[config.mk]
export PLATFORM = sky130hd
export DESIGN_NAME = sha1_precomp_core
export DESIGN_NICKNAME = d
export VERILOG_FILES = /design/src/rtl/sha1_pc_pkg.sv /design/src/rtl/sha1_pc_ctrl.sv /design/src/rtl/sha1_pc_sched.sv /design/src/rtl/sha1_pc_prestage.sv /design/src/rtl/sha1_pc_final.sv /design/src/rtl/sha1_precomp_core.sv
export SDC_FILE = /design/constraint.sdc
export NUM_CORES = 2
export LEC_CHECK = 0
export ABC_AREA = 1
export BUFFER_PORTS_ARGS = -buffer_cell sky130_fd_sc_hd__buf_2
export CORE_UTILIZATION = 49
export DETAILED_ROUTE_END_ITERATION = 16
export PLACE_DENSITY_LB_ADDON = 0.05
export RECOVER_POWER = 50
export SYNTH_ARGS = -nofsm -noshare
export SYNTH_HDL_FRONTEND = slang
export SYNTH_HIERARCHICAL = 1
export SYNTH_SLANG_ARGS = --single-unit
export TNS_END_PERCENT = 5
[constraint.sdc]
create_clock -name clk -period 6 [get_ports clk]
set_clock_uncertainty 0.2 [all_clocks]
set_input_delay 0.9 -clock clk [delete_from_list [all_inputs] [get_ports clk]]
set_output_delay 0.9 -clock clk [all_outputs]
set_load 0.01 [all_outputs]
[src/rtl/sha1_pc_pkg.sv]
package sha1_pc_pkg;

   localparam int WORD_W = 32;
   typedef logic [WORD_W-1:0] word_t;

   function automatic word_t rotl(input word_t x, input int unsigned n);
      return (x << n) | (x >> (WORD_W - n));
   endfunction

   // round class: 0 choose, 1 parity, 2 majority, 3 parity
   function automatic logic [1:0] round_class(input int unsigned t);
      if (t < 20)      return 2'd0;
      else if (t < 40) return 2'd1;
      else if (t < 60) return 2'd2;
      else             return 2'd3;
   endfunction

   function automatic word_t round_k(input int unsigned t);
      case (round_class(t))
         2'd0:    return 32'h5A827999;
         2'd1:    return 32'h6ED9EBA1;
         2'd2:    return 32'h8F1BBCDC;
         default: return 32'hCA62C1D6;
      endcase
   endfunction

   function automatic word_t round_f(input int unsigned t, input word_t b,
                                     input word_t c, input word_t d);
      case (round_class(t))
         2'd0:    return (b & c) | (~b & d);
         2'd2:    return (b & c) | (b & d) | (c & d);
         default: return b ^ c ^ d;
      endcase
   endfunction

endpackage

[src/rtl/sha1_pc_ctrl.sv]
module sha1_pc_ctrl #(
   parameter int OPS   = 80,
   parameter int CNT_W = $clog2(OPS)
) (
   input  logic             clk,
   input  logic             rst_n,
   input  logic             start,
   output logic             load,
   output logic             adv,
   output logic             last,
   output logic             busy,
   output logic [CNT_W-1:0] op_idx,
   output logic [CNT_W-1:0] pre_idx
);
   localparam logic [CNT_W-1:0] LAST_OP = CNT_W'(OPS - 1);

   logic             busy_q;
   logic [CNT_W-1:0] op_q;

   assign busy    = busy_q;
   assign op_idx  = op_q;
   assign load    = start && !busy_q;
   assign adv     = busy_q && (op_q != LAST_OP);
   assign last    = busy_q && (op_q == LAST_OP);
   assign pre_idx = load ? '0 : op_q + 1'b1;

   always_ff @(posedge clk or negedge rst_n) begin
      if (!rst_n) begin
         busy_q <= 1'b0;
         op_q   <= '0;
      end else if (load) begin
         busy_q <= 1'b1;
         op_q   <= '0;
      end else if (adv) begin
         op_q   <= op_q + 1'b1;
      end else if (last) begin
         busy_q <= 1'b0;
      end
   end

endmodule

[src/rtl/sha1_pc_sched.sv]
module sha1_pc_sched
   import sha1_pc_pkg::*;
#(
   parameter int WIN = 16
) (
   input  logic                  clk,
   input  logic                  rst_n,
   input  logic                  load,
   input  logic                  adv,
   input  logic [WIN*WORD_W-1:0] msg_blk,
   output word_t                 w_now
);
   localparam int TAP_A = WIN - 3;
   localparam int TAP_B = WIN - 8;
   localparam int TAP_C = WIN - 14;

   word_t win_q [WIN];
   word_t src   [WIN];
   word_t fresh;

   genvar gi;
   generate
      for (gi = 0; gi < WIN; gi++) begin : g_src
         assign src[gi] = load ? msg_blk[(WIN-1-gi)*WORD_W +: WORD_W] : win_q[gi];
      end
   endgenerate

   assign w_now = src[0];
   assign fresh = rotl(src[TAP_A] ^ src[TAP_B] ^ src[TAP_C] ^ src[0], 1);

   generate
      for (gi = 0; gi < WIN; gi++) begin : g_win
         if (gi == WIN - 1) begin : g_tail
            always_ff @(posedge clk or negedge rst_n) begin
               if (!rst_n)            win_q[gi] <= '0;
               else if (load || adv) win_q[gi] <= fresh;
            end
         end else begin : g_body
            always_ff @(posedge clk or negedge rst_n) begin
               if (!rst_n)            win_q[gi] <= '0;
               else if (load || adv) win_q[gi] <= src[gi+1];
            end
         end
      end
   endgenerate

endmodule

[src/rtl/sha1_pc_prestage.sv]
module sha1_pc_prestage
   import sha1_pc_pkg::*;
#(
   parameter int CNT_W = 7
) (
   input  logic             clk,
   input  logic             rst_n,
   input  logic             load,
   input  logic             adv,
   input  logic [159:0]     chain_in,
   input  word_t            rnd_a,
   input  word_t            rnd_b,
   input  word_t            rnd_c,
   input  word_t            rnd_d,
   input  word_t            rnd_e,
   input  word_t            w_now,
   input  logic [CNT_W-1:0] pre_idx,
   output word_t            as_q,
   output word_t            bs_q,
   output word_t            cs_q,
   output word_t            ds_q,
   output word_t            es_q,
   output word_t            gs_q
);
   word_t sel_a, sel_b, sel_c, sel_d, sel_e;
   word_t pre_e, pre_g;

   // two-way selector: chaining words at load, round outputs otherwise
   always_comb begin
      if (load) begin
         sel_a = chain_in[159:128];
         sel_b = chain_in[127:96];
         sel_c = chain_in[95:64];
         sel_d = chain_in[63:32];
         sel_e = chain_in[31:0];
      end else begin
         sel_a = rnd_a;
         sel_b = rnd_b;
         sel_c = rnd_c;
         sel_d = rnd_d;
         sel_e = rnd_e;
      end
      pre_e = sel_e + w_now + round_k(int'(pre_idx));
      pre_g = round_f(int'(pre_idx), sel_b, sel_c, sel_d);
   end

   always_ff @(posedge clk or negedge rst_n) begin
      if (!rst_n) begin
         as_q <= '0;
         bs_q <= '0;
         cs_q <= '0;
         ds_q <= '0;
         es_q <= '0;
         gs_q <= '0;
      end else if (load || adv) begin
         as_q <= sel_a;
         bs_q <= sel_b;
         cs_q <= sel_c;
         ds_q <= sel_d;
         es_q <= pre_e;
         gs_q <= pre_g;
      end
   end

endmodule

[src/rtl/sha1_pc_final.sv]
module sha1_pc_final
   import sha1_pc_pkg::*;
(
   input  word_t as_q,
   input  word_t bs_q,
   input  word_t cs_q,
   input  word_t ds_q,
   input  word_t es_q,
   input  word_t gs_q,
   output word_t rnd_a,
   output word_t rnd_b,
   output word_t rnd_c,
   output word_t rnd_d,
   output word_t rnd_e
);
   // two adders only: rotated lead word plus the two pre-computed terms
   assign rnd_a = rotl(as_q, 5) + es_q + gs_q;
   assign rnd_b = as_q;
   assign rnd_c = rotl(bs_q, 30);
   assign rnd_d = cs_q;
   assign rnd_e = ds_q;

endmodule

[src/rtl/sha1_precomp_core.sv]
module sha1_precomp_core
   import sha1_pc_pkg::*;
#(
   parameter int OPS   = 80,
   parameter int WIN   = 16,
   parameter int HW    = 5,
   localparam int CNT_W = $clog2(OPS),
   localparam int BLK_W = WIN * WORD_W,
   localparam int CHN_W = HW * WORD_W
) (
   input  logic             clk,
   input  logic             rst_n,
   input  logic             start,
   input  logic [BLK_W-1:0] msg_blk,
   input  logic [CHN_W-1:0] chain_in,
   output logic [CHN_W-1:0] chain_out,
   output logic             done
);
   generate
      if (OPS != 80 || WIN != 16 || HW != 5) begin : g_bad_cfg
         $error("sha1_precomp_core: OPS, WIN and HW are fixed by the algorithm");
      end
   endgenerate

   logic             load_w, adv_w, last_w, busy_w;
   logic [CNT_W-1:0] op_w, pre_idx_w;
   word_t            w_now;
   word_t            as_q, bs_q, cs_q, ds_q, es_q, gs_q;
   word_t            rnd_a, rnd_b, rnd_c, rnd_d, rnd_e;
   word_t            fin   [HW];
   logic [CHN_W-1:0] hsave_q;
   logic [CHN_W-1:0] sum_w;

   sha1_pc_ctrl #(.OPS(OPS), .CNT_W(CNT_W)) u_ctrl (
      .clk(clk), .rst_n(rst_n), .start(start),
      .load(load_w), .adv(adv_w), .last(last_w), .busy(busy_w),
      .op_idx(op_w), .pre_idx(pre_idx_w)
   );

   sha1_pc_sched #(.WIN(WIN)) u_sched (
      .clk(clk), .rst_n(rst_n), .load(load_w), .adv(adv_w),
      .msg_blk(msg_blk), .w_now(w_now)
   );

   sha1_pc_prestage #(.CNT_W(CNT_W)) u_pre (
      .clk(clk), .rst_n(rst_n), .load(load_w), .adv(adv_w),
      .chain_in(chain_in),
      .rnd_a(rnd_a), .rnd_b(rnd_b), .rnd_c(rnd_c), .rnd_d(rnd_d), .rnd_e(rnd_e),
      .w_now(w_now), .pre_idx(pre_idx_w),
      .as_q(as_q), .bs_q(bs_q), .cs_q(cs_q), .ds_q(ds_q), .es_q(es_q), .gs_q(gs_q)
   );

   sha1_pc_final u_final (
      .as_q(as_q), .bs_q(bs_q), .cs_q(cs_q), .ds_q(ds_q), .es_q(es_q), .gs_q(gs_q),
      .rnd_a(rnd_a), .rnd_b(rnd_b), .rnd_c(rnd_c), .rnd_d(rnd_d), .rnd_e(rnd_e)
   );

   assign fin[0] = rnd_a;
   assign fin[1] = rnd_b;
   assign fin[2] = rnd_c;
   assign fin[3] = rnd_d;
   assign fin[4] = rnd_e;

   genvar gi;
   generate
      for (gi = 0; gi < HW; gi++) begin : g_fold
         assign sum_w[(HW-1-gi)*WORD_W +: WORD_W] =
            hsave_q[(HW-1-gi)*WORD_W +: WORD_W] + fin[gi];
      end
   endgenerate

   always_ff @(posedge clk or negedge rst_n) begin
      if (!rst_n) begin
         hsave_q   <= '0;
         chain_out <= '0;
         done      <= 1'b0;
      end else begin
         done <= last_w;
         if (load_w) hsave_q   <= chain_in;
         if (last_w) chain_out <= sum_w;
      end
   end

endmodule

# Yosys cells after proc, flatten, opt, wreduce, memory -nomap -nowiden
# Cells that the tools add are included.
# Widths: inputs -> output; s select.
[totals]
output_inout_bits = 161
register_bits = 1033
wordCells = 102
input_bits = 675
[classes]
n_addsub = 10
n_eq_ne = 5
n_reduce_logical = 9
n_lt_le_gt_ge = 3
bitwise = 16
n_mux = 32
[op_table]
columns = ["operator", "n"]
rows = [
  ["$mux 32", 21],
  ["$add 32x32->32", 9],
  ["$xor 32x32->32", 5],
  ["$and 32x32->32", 4],
  ["$or 32x32->32", 3],
  ["$pmux 32 s3", 1],
  ["$pmux 32 s2", 1],
  ["$not 32->32", 1],
  ["$or 32x1->32", 1],
  ["$or 32x30->32", 1],
  ["$or 32x5->32", 1],
  ["$mux 7", 3],
  ["$lt 7x6->1 const B", 2],
  ["$add 7x1->7 const B", 1],
  ["$eq 7x7->1 const B", 1],
  ["$lt 7x5->1 const B", 1],
  ["$ne 7x7->1 const B", 1],
  ["$mux 1", 4],
  ["$mux 2", 2],
  ["$reduce_bool 2->1", 2],
  ["$logic_and 1x1->1", 3],
  ["$eq 2x1->1 const B", 1],
  ["$eq 2x2->1 const B", 1],
  ["$logic_not 2->1", 1],
  ["4 further kinds", 4],
]

# Depth between registers and ports, before layout
[logic_depth]
word_depth = 10
ltp_mapped = 28
ltp_nobuf = 27

# Hierarchy
# The synthesis kept the hierarchy.
[by_module_without_submodules]
columns = ["module", "area_per_inst_um2", "seq_area_each_um2", "n_inst", "cells_per_inst"]
rows = [
  ["sha1_pc_sched", 26201.4, 12812.3, 1, 3374],
  ["sha1_precomp_core", 23389.9, 8032.7, 1, 3357],
  ["sha1_pc_prestage", 13616.8, 4804.6, 1, 1872],
  ["sha1_pc_final", 3898.7, 0.0, 1, 629],
  ["sha1_pc_ctrl", 500.5, 200.2, 1, 71],
]

# Worst setup path after synthesis
# OpenSTA, ideal clock, no wires.
[synth_timing]
kind = "in2reg"
startpoint = "input port start"
endpoint = "register u_pre.es_q[29]"
t_arrival_ns = 4.258
setup_slack_ns = 1.425
path_buffers = 2
setup_time_ns = 0.117
required_ns = 5.683
stages = 25
cell_sequence = "nand2_2 -> o21ai_0 -> a21oi_1 -> nor2_2 -> nor3_1 -> nand2_1 -> nand2_1 -> buf_6 -> buf_2 -> inv_1 -> ha_1 -> fa_1 -> ha_1 -> inv_1 -> fa_1 -> inv_1 -> nand3_1 -> nand3_1 -> nand3_1 -> nand3_1 -> nand2_1 -> nand2_1 -> nand2_1 -> nand3_1 -> nand2_1"
[synth_via]
elab_chain_cells = 9
word_cells_on_any_way = 17
classes_between = "add/sub: 2; order compare: 3; eq/ne: 2; mux: 7; reduce/logical: 3"
[synth_lines]
columns = ["item", "line_no", "rtl"]
rows = [
  ["from (decl)", "sha1_precomp_core.sv:13", "input logic start,"],
  ["$logic_and 1x1->1 *", "sha1_pc_ctrl.sv:22", "assign load = start && !busy_q;"],
  ["$mux 7 *", "sha1_pc_ctrl.sv:25", "assign pre_idx = load ? '0 : op_q + 1'b1;"],
  ["via pre_idx_w[4]", "sha1_precomp_core.sv:26", "logic [CNT_W-1:0] op_w, pre_idx_w;"],
  ["$lt 7x6->1", "sha1_pc_pkg.sv:14", "else if (t < 60) return 2'd2;"],
  ["$mux 1", "sha1_pc_pkg.sv:14", ""],
  ["$mux 2", "sha1_pc_pkg.sv:13", "else if (t < 40) return 2'd1;"],
  ["$mux 2 *", "sha1_pc_pkg.sv:12", "if (t < 20) return 2'd0;"],
  ["$eq 2x2->1 (tied with other cells)", "sha1_pc_pkg.sv:19", "case (round_class(t))"],
  ["$pmux 32 s3 *", "sha1_pc_pkg.sv:19", ""],
  ["$add 32x32->32 *", "sha1_pc_prestage.sv:43", "pre_e = sel_e + w_now + round_k(int'(pre_idx));"],
  ["to (signal assigned)", "sha1_pc_prestage.sv:60", "es_q <= pre_e;"],
  ["to (decl)", "sha1_pc_prestage.sv:22", "output word_t es_q,"],
]
# Mark *: on every way through the listed nets, which the timed path passes. The rest lies on a longest branch.
# A chain may end at the register's enable or synchronous reset.

==> reports/metrics.yaml <==
cts:
  clk_pin_slew_ns: 0.06
  cts_sinks: 1033
  cts_tree: "yes"
  cts_resized: 0
  cts_root_buffer: "clkbuf_16"
  cts_made_buffers: 117
  htreeDepth: 3
  clkLatencyLatePin_ns: 0.78
  clk_path_buf_depth: 3
place:
  gp_congestion: 1.00
  post-dp-hpwl_microns: 211000
  portBuffers: 835
  place_ws_ns: 0.850
  placedCellCount: 11460
logic_synthesis:
  synth_fp_nets: 10300
  syn_inst: 9300
  avgSynthCellArea_sq_um: 7.27
  synth_area_sq_mm: 0.0676
  yosys_warnings: 6
global_routing:
  grt_pass1_wl_microns: 390000
  grt_overflow: 0
  grt_max_degree: 272
  grt_antenna_before_repair: 79
  grt_usage_pct: 37.5
  grt_pass1_vias: 60703
floorplan:
  rows: 135
  start_util_pct: 49.7
  die_area_sq_mm: 0.139
  die_x_microns: 373
  die_h_microns: 373
  coreArea_sq_mm: 0.136
  io_pins: 836
status:
  violations: "capacitance limit, slew limit"
  outcome: "complete, but fails checks"
cells_and_area:
  final_cells: 11709
  nNetsFinal: 10799
  drive_gt1_share_pct: 12.8
  syn_to_final_growth_pct: 11.7
worst_setup_path:
  cp-start-kind: "input pin"
  crit_required_ns: 5.93
  crit_fanout: 70
  crit_arrival_ns: 4.75
  path_class: "input pin to async pin"
  end_kind: "async pin"
detailed_routing:
  antenna_left: 0
  drtPass1Iterations: 10
  vias: 63326
  routedWlPerCell_microns: 22.8
  drt_iter0_drc: 6291
  drc: 0
  totalWireLength_microns: 266000
  vias_per_cell: 5.41
hold_path:
  hp-class: "input pin to flop"
pwr:
  internal_power_mw: 11.6
  combPwrFrac_pct: 3.5
  leakagePower_nw: 41.0
  power_density_mw_per_mm2: 201
  sw_frac_of_total_pct: 23.4
  p_sw_mw: 3.54
  ir_worst_vdd_uv: 286
  seqPwrFrac_pct: 46.0
  pwr-share-clk_pct: 50.5
run:
  cap_violations: 7
sta:
  finalSetupTns_ns: 0
  tightest_slew_ns: 3.46
  layout_min_cycle_time_ns: 4.82
  drv_slew: 606
  setup_viol: 0
  max_slew_margin_pct: -131
  post-route-period-util_pct: 80.3
  finalHoldViolCount: 0
  rsz0062_at_grt: "no"
  max_freq_mhz: 208
  whs_ns: 0.134
  worst_slack_ns: 1.18
## cells in the final DEF (no fill, tap or decap), types with 82 or more instances in the layout
| cell type | n |
|---|---|
| buf_2 | 675 |
| clkbuf_1 | 192 |
| ha_1 | 232 |
| a21oi_1 | 247 |
| nand3_1 | 455 |
| fa_1 | 93 |
| dfrtp_1 | 1033 |
| o21ai_1 | 152 |
| o21ai_0 | 314 |
| nand2_1 | 3468 |
| xnor2_1 | 82 |
| inv_1 | 1333 |
| mux2_2 | 160 |
| clkbuf_16 | 117 |
| o221ai_1 | 281 |
| nor2_1 | 419 |
## worst paths after layout
check	endpoint	cells after the start	slack [ns]	startpoint
worst min-delay path	u_sched/win_q[173]	3	0.13	msg_blk[141]
worst min register to register	chain_out[1]	2	0.27	chain_out[1]
worst max register to register	chain_out[159]	23	1.22	u_pre/as_q[27]
min in group asynchronous	chain_out[130]	2	0.53	rst_n
worst max-delay path	u_sched/win_q[231]	3	1.18	rst_n
max in group clk	chain_out[159]	23	1.22	u_pre/as_q[27]
## power by group through the flow
stage | sequential [mW] | combinational, mW | clock (mW)
after global placement | 7.09 | 0.539 | 0
after floorplan | 7.10 | 0.00986 | 0
final | 6.97 | 0.526 | 7.65
after global routing | 6.96 | 0.560 | 7.99
after CTS | 6.97 | 0.538 | 7.74
after detailed placement | 7.09 | 0.535 | 0
## state kept, by name, indices dropped and copies added (netlist names)
| name | flops |
|---|---|
| u_pre/ds_q | 32 |
| done | 1 |
| hsave_q | 160 |
| u_ctrl/op_idx | 7 |
| u_ctrl/busy | 1 |
| u_pre/as_q | 32 |
| u_pre/es_q | 32 |
| u_pre/bs_q | 32 |
| u_pre/cs_q | 32 |
| chain_out | 160 |
| u_pre/gs_q | 32 |
| u_sched/win_q | 512 |
## final cells by class
type,instances,area (sq um)
Antenna cell,35,87.6
Clock buffer,172,3470
Clock inverter,41,597
Fill cell,13450,60600
Inverter,1371,5180
Multi-Input combinational cell,6375,33500
Sequential cell,1033,25800
Tap cell,1781,2230
Timing Repair Buffer,901,4570
## per-stage QoR
stage               instance area (sq um)  utilization (%)  total power, mW
finish                              75500             55.5             15.1
global route                        75500             55.4             15.5
CTS                                 75700             55.6             15.2
detailed placement                  71600             52.6             7.63
global placement                    71600             52.6             7.63
floorplan                           67600                -             7.11
## routing by layer
| metal | share of wire (%) | up-vias | wire length [microns] | track usage (%) |
|---|---|---|---|---|
| met5 | 0.12 | - | 324 | 0 |
| li1 | - | 30240 | - | - |
| met1 | 39 | 29842 | 104000 | 46.5 |
| met4 | 7.0 | 54 | 18600 | 22.6 |
| met3 | 7.4 | 647 | 19700 | 7.33 |
| met2 | 46 | 2543 | 123000 | 60.6 |
## critical path, cell delays in order
cell             delay [ns]
dlygate4sd3_1          0.56
buf_8                  0.51
clkdlybuf4s25_1        2.60
## timing repair
action                                 in CTS  in global routing
setup endpoints to repair                   0                  0
setup buffers                               0                  0
hold buffers                                1                  0
endpoints found under the hold margin      40                  0
No activity file was read; power rests on OpenSTA's default activity.
